[config.mk]
export PLATFORM = sky130hd
export DESIGN_NAME = node_addr_decoder
export DESIGN_NICKNAME = d
export VERILOG_FILES = /design/src/rtl/node_dec_pkg.sv /design/src/rtl/node_dec_regs.sv /design/src/rtl/node_dec_match.sv /design/src/rtl/node_dec_pick.sv /design/src/rtl/node_addr_decoder.sv
export SDC_FILE = /design/constraint.sdc
export NUM_CORES = 1
export LEC_CHECK = 0
export BUFFER_PORTS_ARGS = -buffer_cell sky130_fd_sc_hd__buf_2
export CORE_ASPECT_RATIO = 1.5
export CORE_MARGIN = 2
export CORE_UTILIZATION = 30
export DETAILED_ROUTE_END_ITERATION = 8
export GPL_TIMING_DRIVEN = 0
export PLACE_DENSITY = 0.47
export SKIP_CTS_REPAIR_TIMING = 1
export SYNTH_ARGS = -nofsm -noshare
export SYNTH_HDL_FRONTEND = slang
export SYNTH_HIERARCHICAL = 1
export SYNTH_SLANG_ARGS = --single-unit
[constraint.sdc]
create_clock -name clk -period 3.16 [get_ports clk]
set_input_delay 0.158 -clock clk [delete_from_list [all_inputs] [get_ports clk]]
set_output_delay 0.158 -clock clk [all_outputs]
set_load 0.02 [all_outputs]
[src/rtl/node_dec_pkg.sv]
package node_dec_pkg;
  localparam int WORD_W   = 32;
  localparam int BOUND_LSB = 16;
  localparam int BOUND_W  = WORD_W - BOUND_LSB;
  localparam int FLD_LSB  = 8;
  localparam int FLD_W    = 3;
  localparam int RW_W     = 2;
  localparam int PAGE_LSB = 12;

  typedef logic [WORD_W-1:0] word_t;
  typedef logic [FLD_W-1:0]  fld_t;

  typedef enum logic [1:0] {
    DEC_MISS = 2'd0,
    DEC_HIT  = 2'd1,
    DEC_ERR  = 2'd2
  } dec_kind_e;

  function automatic logic mask_legal(input fld_t en);
    return (en == 3'd1) || (en == 3'd3) || (en == 3'd7);
  endfunction
endpackage

[src/rtl/node_dec_regs.sv]
module node_dec_regs
  import node_dec_pkg::*;
#(
  parameter int ENTRIES = 8,
  localparam int IDX_W = $clog2(ENTRIES)
) (
  input  logic             clk,
  input  logic             rst_n,
  input  logic             we,
  input  logic             lim_sel,
  input  logic [IDX_W-1:0] idx,
  input  word_t            wdata,
  output word_t            lo_q [ENTRIES],
  output word_t            hi_q [ENTRIES]
);
  for (genvar e = 0; e < ENTRIES; e++) begin : g_ent
    always_ff @(posedge clk) begin
      if (!rst_n) begin
        lo_q[e] <= '0;
        hi_q[e] <= '0;
      end else if (we && (idx == IDX_W'(e))) begin
        if (lim_sel) hi_q[e] <= wdata;
        else         lo_q[e] <= wdata;
      end
    end
  end
endmodule

[src/rtl/node_dec_match.sv]
module node_dec_match
  import node_dec_pkg::*;
#(
  parameter int ENTRIES = 8,
  parameter int PA_W    = 40
) (
  input  logic [PA_W-1:0] addr,
  input  fld_t            en_mask,
  input  word_t           lo_q [ENTRIES],
  input  word_t           hi_q [ENTRIES],
  output logic [ENTRIES-1:0] in_win,
  output logic [ENTRIES-1:0] sel_eq
);
  localparam int FILL_W = PA_W - BOUND_W;

  fld_t addr_sel;
  assign addr_sel = addr[PAGE_LSB +: FLD_W] & en_mask;

  for (genvar e = 0; e < ENTRIES; e++) begin : g_cmp
    logic            used;
    logic [PA_W-1:0] lo_a;
    logic [PA_W-1:0] hi_a;
    fld_t            ent_sel;
    assign used    = |lo_q[e][RW_W-1:0];
    assign lo_a    = {lo_q[e][WORD_W-1:BOUND_LSB], {FILL_W{1'b0}}};
    assign hi_a    = {hi_q[e][WORD_W-1:BOUND_LSB], {FILL_W{1'b1}}};
    assign ent_sel = hi_q[e][FLD_LSB +: FLD_W] & en_mask;
    assign in_win[e] = used && (addr >= lo_a) && (addr <= hi_a);
    assign sel_eq[e] = used && (ent_sel == addr_sel);
  end
endmodule

[src/rtl/node_dec_pick.sv]
module node_dec_pick #(
  parameter int ENTRIES = 8,
  localparam int IDX_W = $clog2(ENTRIES)
) (
  input  logic [ENTRIES-1:0] req,
  output logic               found,
  output logic [IDX_W-1:0]   idx
);
  always_comb begin
    found = 1'b0;
    idx   = '0;
    for (int i = ENTRIES - 1; i >= 0; i--) begin
      if (req[i]) begin
        found = 1'b1;
        idx   = IDX_W'(i);
      end
    end
  end
endmodule

[src/rtl/node_addr_decoder.sv]
module node_addr_decoder
  import node_dec_pkg::*;
#(
  parameter int ENTRIES = 8,
  parameter int ADDR_W  = 64,
  parameter int PA_W    = 40,
  localparam int IDX_W = $clog2(ENTRIES)
) (
  input  logic             clk,
  input  logic             rst_n,
  input  logic             cfg_we,
  input  logic             cfg_lim,
  input  logic [IDX_W-1:0] cfg_idx,
  input  logic [31:0]      cfg_wdata,
  input  logic             req_valid,
  output logic             req_ready,
  input  logic [ADDR_W-1:0] req_addr,
  output logic             rsp_valid,
  input  logic             rsp_ready,
  output logic [IDX_W-1:0] rsp_node,
  output logic             rsp_hit,
  output logic             rsp_err
);
  word_t lo_q [ENTRIES];
  word_t hi_q [ENTRIES];

  node_dec_regs #(.ENTRIES(ENTRIES)) u_regs (
    .clk(clk), .rst_n(rst_n), .we(cfg_we), .lim_sel(cfg_lim),
    .idx(cfg_idx), .wdata(cfg_wdata), .lo_q(lo_q), .hi_q(hi_q)
  );

  fld_t en_mask;
  logic ilv_on;
  assign en_mask = lo_q[0][FLD_LSB +: FLD_W];
  assign ilv_on  = |en_mask;

  logic [PA_W-1:0]    addr_pa;
  logic [ENTRIES-1:0] in_win;
  logic [ENTRIES-1:0] sel_eq;
  assign addr_pa = req_addr[PA_W-1:0];

  node_dec_match #(.ENTRIES(ENTRIES), .PA_W(PA_W)) u_match (
    .addr(addr_pa), .en_mask(en_mask), .lo_q(lo_q), .hi_q(hi_q),
    .in_win(in_win), .sel_eq(sel_eq)
  );

  logic             win_found, sel_found;
  logic [IDX_W-1:0] win_idx, sel_idx;

  node_dec_pick #(.ENTRIES(ENTRIES)) u_pick_win (
    .req(in_win), .found(win_found), .idx(win_idx)
  );
  node_dec_pick #(.ENTRIES(ENTRIES)) u_pick_sel (
    .req(sel_eq), .found(sel_found), .idx(sel_idx)
  );

  dec_kind_e        kind;
  logic [IDX_W-1:0] node_d;

  always_comb begin
    kind   = DEC_MISS;
    node_d = '0;
    if (!ilv_on) begin
      if (win_found) begin
        kind   = DEC_HIT;
        node_d = win_idx;
      end
    end else if (!mask_legal(en_mask)) begin
      kind = DEC_ERR;
    end else if (sel_found) begin
      if (in_win[sel_idx]) begin
        kind   = DEC_HIT;
        node_d = sel_idx;
      end else begin
        kind = DEC_ERR;
      end
    end
  end

  logic take;
  assign req_ready = !rsp_valid || rsp_ready;
  assign take      = req_valid && req_ready;

  always_ff @(posedge clk) begin
    if (!rst_n) begin
      rsp_valid <= 1'b0;
      rsp_node  <= '0;
      rsp_hit   <= 1'b0;
      rsp_err   <= 1'b0;
    end else if (take) begin
      rsp_valid <= 1'b1;
      rsp_node  <= node_d;
      rsp_hit   <= (kind == DEC_HIT);
      rsp_err   <= (kind == DEC_ERR);
    end else if (rsp_ready) begin
      rsp_valid <= 1'b0;
    end
  end
endmodule

==> impl_metrics.tcl, run 1 <==
set metrics [dict create \
    h-tree-depth 2 \
    critPathBufInv 1 \
    grt_usage_pct 19.7 \
    drive_gt1_share_pct 11.1 \
    dp_cells 2979 \
    cts_tree "done" \
    met1_usage_pct 22.9 \
    outcome "completed" \
    skew_ns 0.0195 \
    p_leak_nw 8.48 \
    routed-via-count 15000 \
    fmax_mhz 330 \
    io_pins 112 \
    gp_congestion 0.859 \
    finalInstanceArea_sq_um 21400 \
    maxSlewViolCount 0 \
    crit_fanout 4 \
    core_sq_um 61000 \
    cts_made_buffers 36 \
    startpoint_type "register" \
    final-seq-area_sq_um 6110 \
    hold_viol 0 \
    grt_use_met2_pct 36.4 \
    hold-worst-slack_ns 0.00318 \
    grt-busiest-layer "met2" \
    start_util_pct 30.3 \
    dp_slack_ns -1.18 \
    dp_hpwl_um 44100 \
    yosys_warnings 6 \
    placed_area_sq_um 19800 \
    worst_path_max_delay_cell "or3_4" \
    final_cell_count_no_fill 3048 \
    critPathMostFrequentCell "a221o_1" \
    vias_per_cell 4.91 \
    multi_input_area_sq_um 11000 \
    drt.antenna.violating_nets 0 \
    cts_root_buf "clkbuf_16" \
    dr.first_iter.drc_count 719 \
    tns_ns 0 \
    powerDensity_nw_per_um2 438 \
    final_common_cell "nand2_1" \
    cp_cell_sequence "inv_1 -> ha_1 -> and3_4 -> a221o_1 -> a221o_1 -> or3_4 -> a32oi_4 -> mux2i_1 -> o22ai_1 -> o211ai_1 -> a31oi_1" \
    grt_remaining_overflow 0 \
    timing.final.crit_period_ns 3.03 \
    tightestPinTransition_ns 1.14 \
    antenna_found_initial 1 \
    layout_common_cells "nand2_1, mux2i_1, dfxtp_1, inv_1, ha_1" \
    clkLatencyLatePin_ns 0.56 \
    p_total_mw 9.39 \
    setup_slack_ns 0.126 \
    grt_pass1_wl_um 92300 \
    totalWireLength_um 62500 \
    worst_setup_path_end_kind "register" \
    period_share_pct 96.0 \
    num_antenna_cells 0 \
    nets 2596 \
    die_height_um 308 \
    syn2layout_area_growth_pct 16.0 \
    syn-cell-area_sq_um 18500 \
    max_cap_viol_count 0 \
    slowest_delay_ns 0.35 \
    worstSetupPathType "register to register" \
    die_width_um 207 \
    syn_inst 2115 \
    slew_headroom_pct 23.9 \
    path_delay_family "compound AO/OA/AOI/OAI gates" \
    utilization_pct 35.1 \
    n_fill_cell 6231 \
    first_pass_iters 5 \
    hp-class "primary input to register" \
    grt_max_degree 17 \
    cts_sinks 305 \
    rows 111 \
    io_buffer_count 73 \
    cts_buffer_depth 3 \
    drc_errors 0 \
    syn_nets 2476 \
    arrival_ns 3.51 \
    wl_per_cell_um 20.5 \
    die_area_sq_um 63600 \
    setup_viol 0 \
    grt_use_met3_pct 2.25 \
    crit_required_ns 3.63 \
    avgSynthCellArea_sq_um 8.73 \
    peakVddDrop_uv 290 \
    grt_pass1_vias 15300 \
    clk_pin_slew_ns 0.06 \
]
[state kept, by name (all words and copies together), names as in the netlist]
name / flops
u_regs/hi_q: 152
u_regs/lo_q: 147
rsp_node: 3
rsp_err: 1
rsp_hit: 1
rsp_valid: 1
[report_power, final]
part | internal [mW] | switching, mW | total (mW)
Clock | 2.59 | 1.73 | 4.32
Combinational | 0.388 | 0.745 | 1.13
Sequential | 3.90 | 0.0281 | 3.93
Total | 6.88 | 2.51 | 9.39
[tightest hold or removal path: stages]
cell,delay [ns]
buf_2,0.11
nand2_1,0.14
mux2i_1,0.10
[final cells by class]
class,instances,share of cell area (%)
multi-input cells,1414,51.2
clock buffers,52,5.00
plain buffers,139,3.51
inverters,257,4.50
well taps,791,4.62
flip-flops and latches,305,28.5
clock inverters,8,0.572
repair buffers,82,2.11
[worst paths after layout]
path	startpoint	end	slack, ns	cells past startpoint
worst min-delay path	cfg_wdata[0]	u_regs/lo_q[32]	0.003	3
worst max-delay path	u_regs/hi_q[249]	rsp_node[0]	0.13	11
worst min register to register	u_regs/hi_q[180]	u_regs/hi_q[180]	0.45	2
worst max register to register	u_regs/hi_q[249]	rsp_node[0]	0.13	11
[layer usage]
metal,wire length [um],vias up
met5,16,-
met4,2560,2
met3,2130,110
met2,32100,272
met1,25600,7194
li1,-,7394
Note: power is estimated with default switching activity, not from simulation.
==> run 2: changes to the inputs <==
CORE_UTILIZATION = 38   (was 30)
PLACE_DENSITY = 0.57   (was 0.47)
==> impl_metrics.tcl, run 2 (synthesis gave the netlist of run 1 again) <==
set metrics [dict create \
    skew_ns 0.0184 \
    dp_hpwl_um 43300 \
    grt_pass1_wl_um 88000 \
    tightestPinTransition_ns 1.04 \
    layout_common_cells "nand2_1, mux2i_1, dfxtp_1, inv_1, ha_1" \
    syn2layout_area_growth_pct 14.0 \
    slew_headroom_pct 31.0 \
    fmax_mhz 324 \
    routed-via-count 15100 \
    h-tree-depth 2 \
    worstSetupPathType "register to register" \
    dr.first_iter.drc_count 623 \
    hold_viol 0 \
    io_buffer_count 73 \
    io_pins 112 \
    cts_buffer_depth 3 \
    outcome "completed" \
    hp-class "primary input to register" \
    timing.final.crit_period_ns 3.08 \
    tns_ns 0 \
    dp_cells 2794 \
    utilization_pct 43.6 \
    p_leak_nw 8.41 \
    crit_fanout 5 \
    cts_root_buf "clkbuf_16" \
    startpoint_type "register" \
    r2r_cells 12 \
    die_area_sq_um 50400 \
    top_layer_used "met4" \
    core_sq_um 48300 \
    period_share_pct 97.6 \
    setup_slack_ns 0.0758 \
    cts_sinks 305 \
    die_width_um 184 \
    crit_required_ns 3.60 \
    powerDensity_nw_per_um2 436 \
    cts_made_buffers 34 \
    cts_tree "done" \
    final_common_cell "nand2_1" \
    totalWireLength_um 59100 \
    nets 2594 \
    met3_length_um 1750 \
    grt_usage_pct 23.4 \
    start_util_pct 38.2 \
    vias_per_cell 5.27 \
    gp_congestion 0.873 \
    max_cap_viol_count 0 \
    top_register "u_regs/hi_q" \
    rsz0062_at_grt "yes" \
    n_fill_cell 4783 \
    grt_pass1_vias 15400 \
    drc_errors 0 \
    final_cell_count_no_fill 2862 \
    largest_reg_flops 152 \
    grt_max_degree 17 \
    setup_viol 0 \
    hold-worst-slack_ns 0.0233 \
    min_path_cells 3 \
    rows 99 \
    num_antenna_cells 0 \
    wl_met2_um 31100 \
    met1_length_um 22100 \
    grt_remaining_overflow 0 \
    clk_pin_slew_ns 0.06 \
    die_height_um 274 \
    dp_slack_ns -1.15 \
    arrival_ns 3.52 \
    clkLatencyLatePin_ns 0.53 \
    drive_gt1_share_pct 10.8 \
    first_pass_iters 5 \
    drt.antenna.violating_nets 0 \
    peakVddDrop_uv 434 \
    maxSlewViolCount 0 \
    wl_per_cell_um 20.6 \
    worst_setup_path_end_kind "register" \
    antenna_found_initial 0 \
    biggestRegsByFlops "u_regs/hi_q (152), u_regs/lo_q (147), rsp_node (3)" \
]
## run 2: metal layers
| layer | up-vias | track usage [%] |
|---|---|---|
| li1 | 7378 | - |
| met1 | 7267 | 23.8 |
| met2 | 299 | 45.1 |
| met3 | 147 | 2.42 |
| met4 | 0 | 14.8 |
| met5 | - | 0 |
## run 2: metrics by stage
stage | instance area, sq um | power [mW]
floorplan | 18500 | 4.64
global placement | 19600 | 5.05
detailed placement | 19600 | 5.08
CTS | 20700 | 9.24
global route | 21100 | 9.52
finish | 21100 | 9.18
## run 2: final cells by class
type / instances / area (sq um) / area share [%]
clock inverters: 11 / 165 / 0.784
multi-input cells: 1414 / 10900 / 51.8
inverters: 257 / 965 / 4.58
flip-flops and latches: 305 / 6110 / 29.0
clock buffers: 48 / 975 / 4.63
plain buffers: 139 / 751 / 3.56
repair buffers: 82 / 438 / 2.08
well taps: 606 / 758 / 3.60
## run 2: report_power, final
group          switching, mW  internal, mW
registers             0.0278          3.90
logic                  0.718         0.385
clock network           1.67          2.48
total                   2.41          6.77
## run 2: worst paths after layout
path / start / end / slack [ns]
setup / recovery: u_regs/hi_q[249] / rsp_node[2] / 0.08
hold / removal: cfg_wdata[0] / u_regs/lo_q[32] / 0.02
setup reg to reg: u_regs/hi_q[249] / rsp_node[2] / 0.08
hold reg to reg: u_regs/hi_q[158] / u_regs/hi_q[158] / 0.46
## run 2: critical path, stage by stage, from the launching register on
cell,delay (ns)
dfxtp_2,0.33
inv_1,0.04
ha_1,0.28
and3_4,0.18
a221o_1,0.35
a221o_1,0.42
or3_4,0.37
a32oi_4,0.29
nor4_2,0.08
nand2_1,0.10
nor4b_4,0.28
a22oi_1,0.12
a21oi_1,0.14
==> run 3: changes to the inputs <==
MAX_ROUTING_LAYER = met4   (was default)
==> impl_metrics.tcl, run 3 (synthesis gave the netlist of run 1 again) <==
set metrics [dict create \
    outcome "completed" \
    io_pins 112 \
    largest_reg_flops 152 \
    grt_usage_pct 24.1 \
    slowest_delay_ns 0.42 \
    final_common_cell "nand2_1" \
    path_delay_family "compound AO/OA/AOI/OAI gates" \
    cts_buffer_depth 3 \
    dp_hpwl_um 43300 \
    core_sq_um 48300 \
    top_register "u_regs/hi_q" \
    cts_root_buf "clkbuf_16" \
    cell_internal_pwr_mw 6.77 \
    syn2layout_area_growth_pct 14.0 \
    tns_ns 0 \
    first_pass_iters 5 \
    die_area_sq_um 50400 \
    vias_per_cell 5.28 \
    met1_usage_pct 23.6 \
    tightestPinTransition_ns 1.05 \
    clkLatencyLatePin_ns 0.53 \
    grt_use_met3_pct 2.52 \
    gp_congestion 0.887 \
    wl_per_cell_um 20.7 \
    cp_cell_sequence "inv_1 -> ha_1 -> and3_4 -> a221o_1 -> a221o_1 -> or3_4 -> a32oi_4 -> nor4_2 -> nand2_1 -> nor4b_4 -> nand2_1 -> a31oi_1" \
    cts_made_buffers 34 \
    biggestRegsByFlops "u_regs/hi_q (152), u_regs/lo_q (147), rsp_node (3)" \
    clk_pin_slew_ns 0.06 \
    setup_viol 0 \
    start_util_pct 38.2 \
    die_width_um 184 \
    slew_headroom_pct 29.7 \
    crit_required_ns 3.60 \
    drive_gt1_share_pct 10.8 \
    timing.final.crit_period_ns 3.08 \
    routed-via-count 15100 \
    worst_setup_path_end_kind "register" \
    io_buffer_count 73 \
    p_sw_mw 2.42 \
    arrival_ns 3.52 \
    die_height_um 274 \
    drt.antenna.violating_nets 0 \
    grt_remaining_overflow 0 \
    grt_max_degree 17 \
    maxSlewViolCount 0 \
    utilization_pct 43.6 \
    dr.first_iter.drc_count 600 \
    fmax_mhz 324 \
    nets 2594 \
    rsz0062_at_grt "yes" \
    powerDensity_nw_per_um2 436 \
    grt_pass1_wl_um 88000 \
    peakVddDrop_uv 435 \
    crit_fanout 5 \
    p_leak_nw 8.41 \
    rows 99 \
    skew_ns 0.0172 \
    antenna_found_initial 0 \
    seqPwrFrac_pct 42.7 \
    p_total_mw 9.19 \
    worstSetupPathType "register to register" \
    placed_area_sq_um 19600 \
    cts_tree "done" \
    worst_path_max_delay_cell "a221o_1" \
    switching_share_pct 26.3 \
    hold_viol 0 \
    h-tree-depth 2 \
    grt_use_met2_pct 45.1 \
    hp-class "primary input to register" \
    pwr-share-comb_pct 12.0 \
    drc_errors 0 \
    grt_pass1_vias 15400 \
    finalInstanceArea_sq_um 21100 \
    max_cap_viol_count 0 \
    startpoint_type "register" \
    grt-busiest-layer "met2" \
    cts_sinks 305 \
    layout_common_cells "nand2_1, mux2i_1, dfxtp_1, inv_1, ha_1" \
    period_share_pct 97.6 \
    hold-worst-slack_ns 0.0206 \
    n_fill_cell 4783 \
    critPathBufInv 1 \
    num_antenna_cells 0 \
    totalWireLength_um 59100 \
    pwr-share-clk_pct 45.2 \
]
run 3: cell counts in the layout (fill, tap and decap cells not counted):
Identical to the previous run, type by type.
run 3: layout make-up:
type / count / area, sq um / area share [%]
plain buffers: 139 / 751 / 3.56
clock inverters: 11 / 165 / 0.784
repair buffers: 82 / 438 / 2.08
multi-input cells: 1414 / 10900 / 51.8
inverters: 257 / 965 / 4.58
clock buffers: 48 / 975 / 4.63
well taps: 606 / 758 / 3.60
flip-flops and latches: 305 / 6110 / 29.0
run 3: worst reg2reg max path: cells and delay by family (launching register included):
| kind | cells | cell delay, ns |
|---|---|---|
| adder cells (fa/ha/maj) | 1 | 0.28 |
| AO/OA/AOI/OAI | 4 | 1.24 |
| AND/OR/NAND/NOR | 6 | 1.12 |
| flip-flops | 1 | 0.33 |
| buffers and inverters | 1 | 0.04 |
run 3: power by group through the flow:
| stage | registers, mW | clock network (mW) | logic, mW |
|---|---|---|---|
| floorplan | 4.01 | 0 | 0.634 |
| global placement | 4.01 | 0 | 1.04 |
| detailed placement | 4.01 | 0 | 1.07 |
| CTS | 3.93 | 4.24 | 1.08 |
| global route | 3.93 | 4.37 | 1.22 |
| finish | 3.93 | 4.15 | 1.10 |
run 3: layer usage:
layer	vias up	wire [um]
li1	7374	-
met1	7253	21900
met2	311	30900
met3	164	1920
met4	0	4310
met5	-	0
run 3: per-stage QoR:
stage               std cells  setup WS, ns
global route             2862       -0.0496
floorplan                2115         0.167
detailed placement       2794         -1.15
finish                   2862        0.0751
CTS                      2853        -0.967
global placement         2794         -1.18
run 3: worst paths after layout:
check                   startpoint               end  slack [ns]  cells after the start
setup / recovery  u_regs/hi_q[249]       rsp_node[1]        0.08                     12
hold / removal        cfg_wdata[1]    u_regs/lo_q[1]        0.02                      3
setup reg to reg  u_regs/hi_q[249]       rsp_node[1]        0.08                     12
hold reg to reg   u_regs/hi_q[123]  u_regs/hi_q[123]        0.46                      2
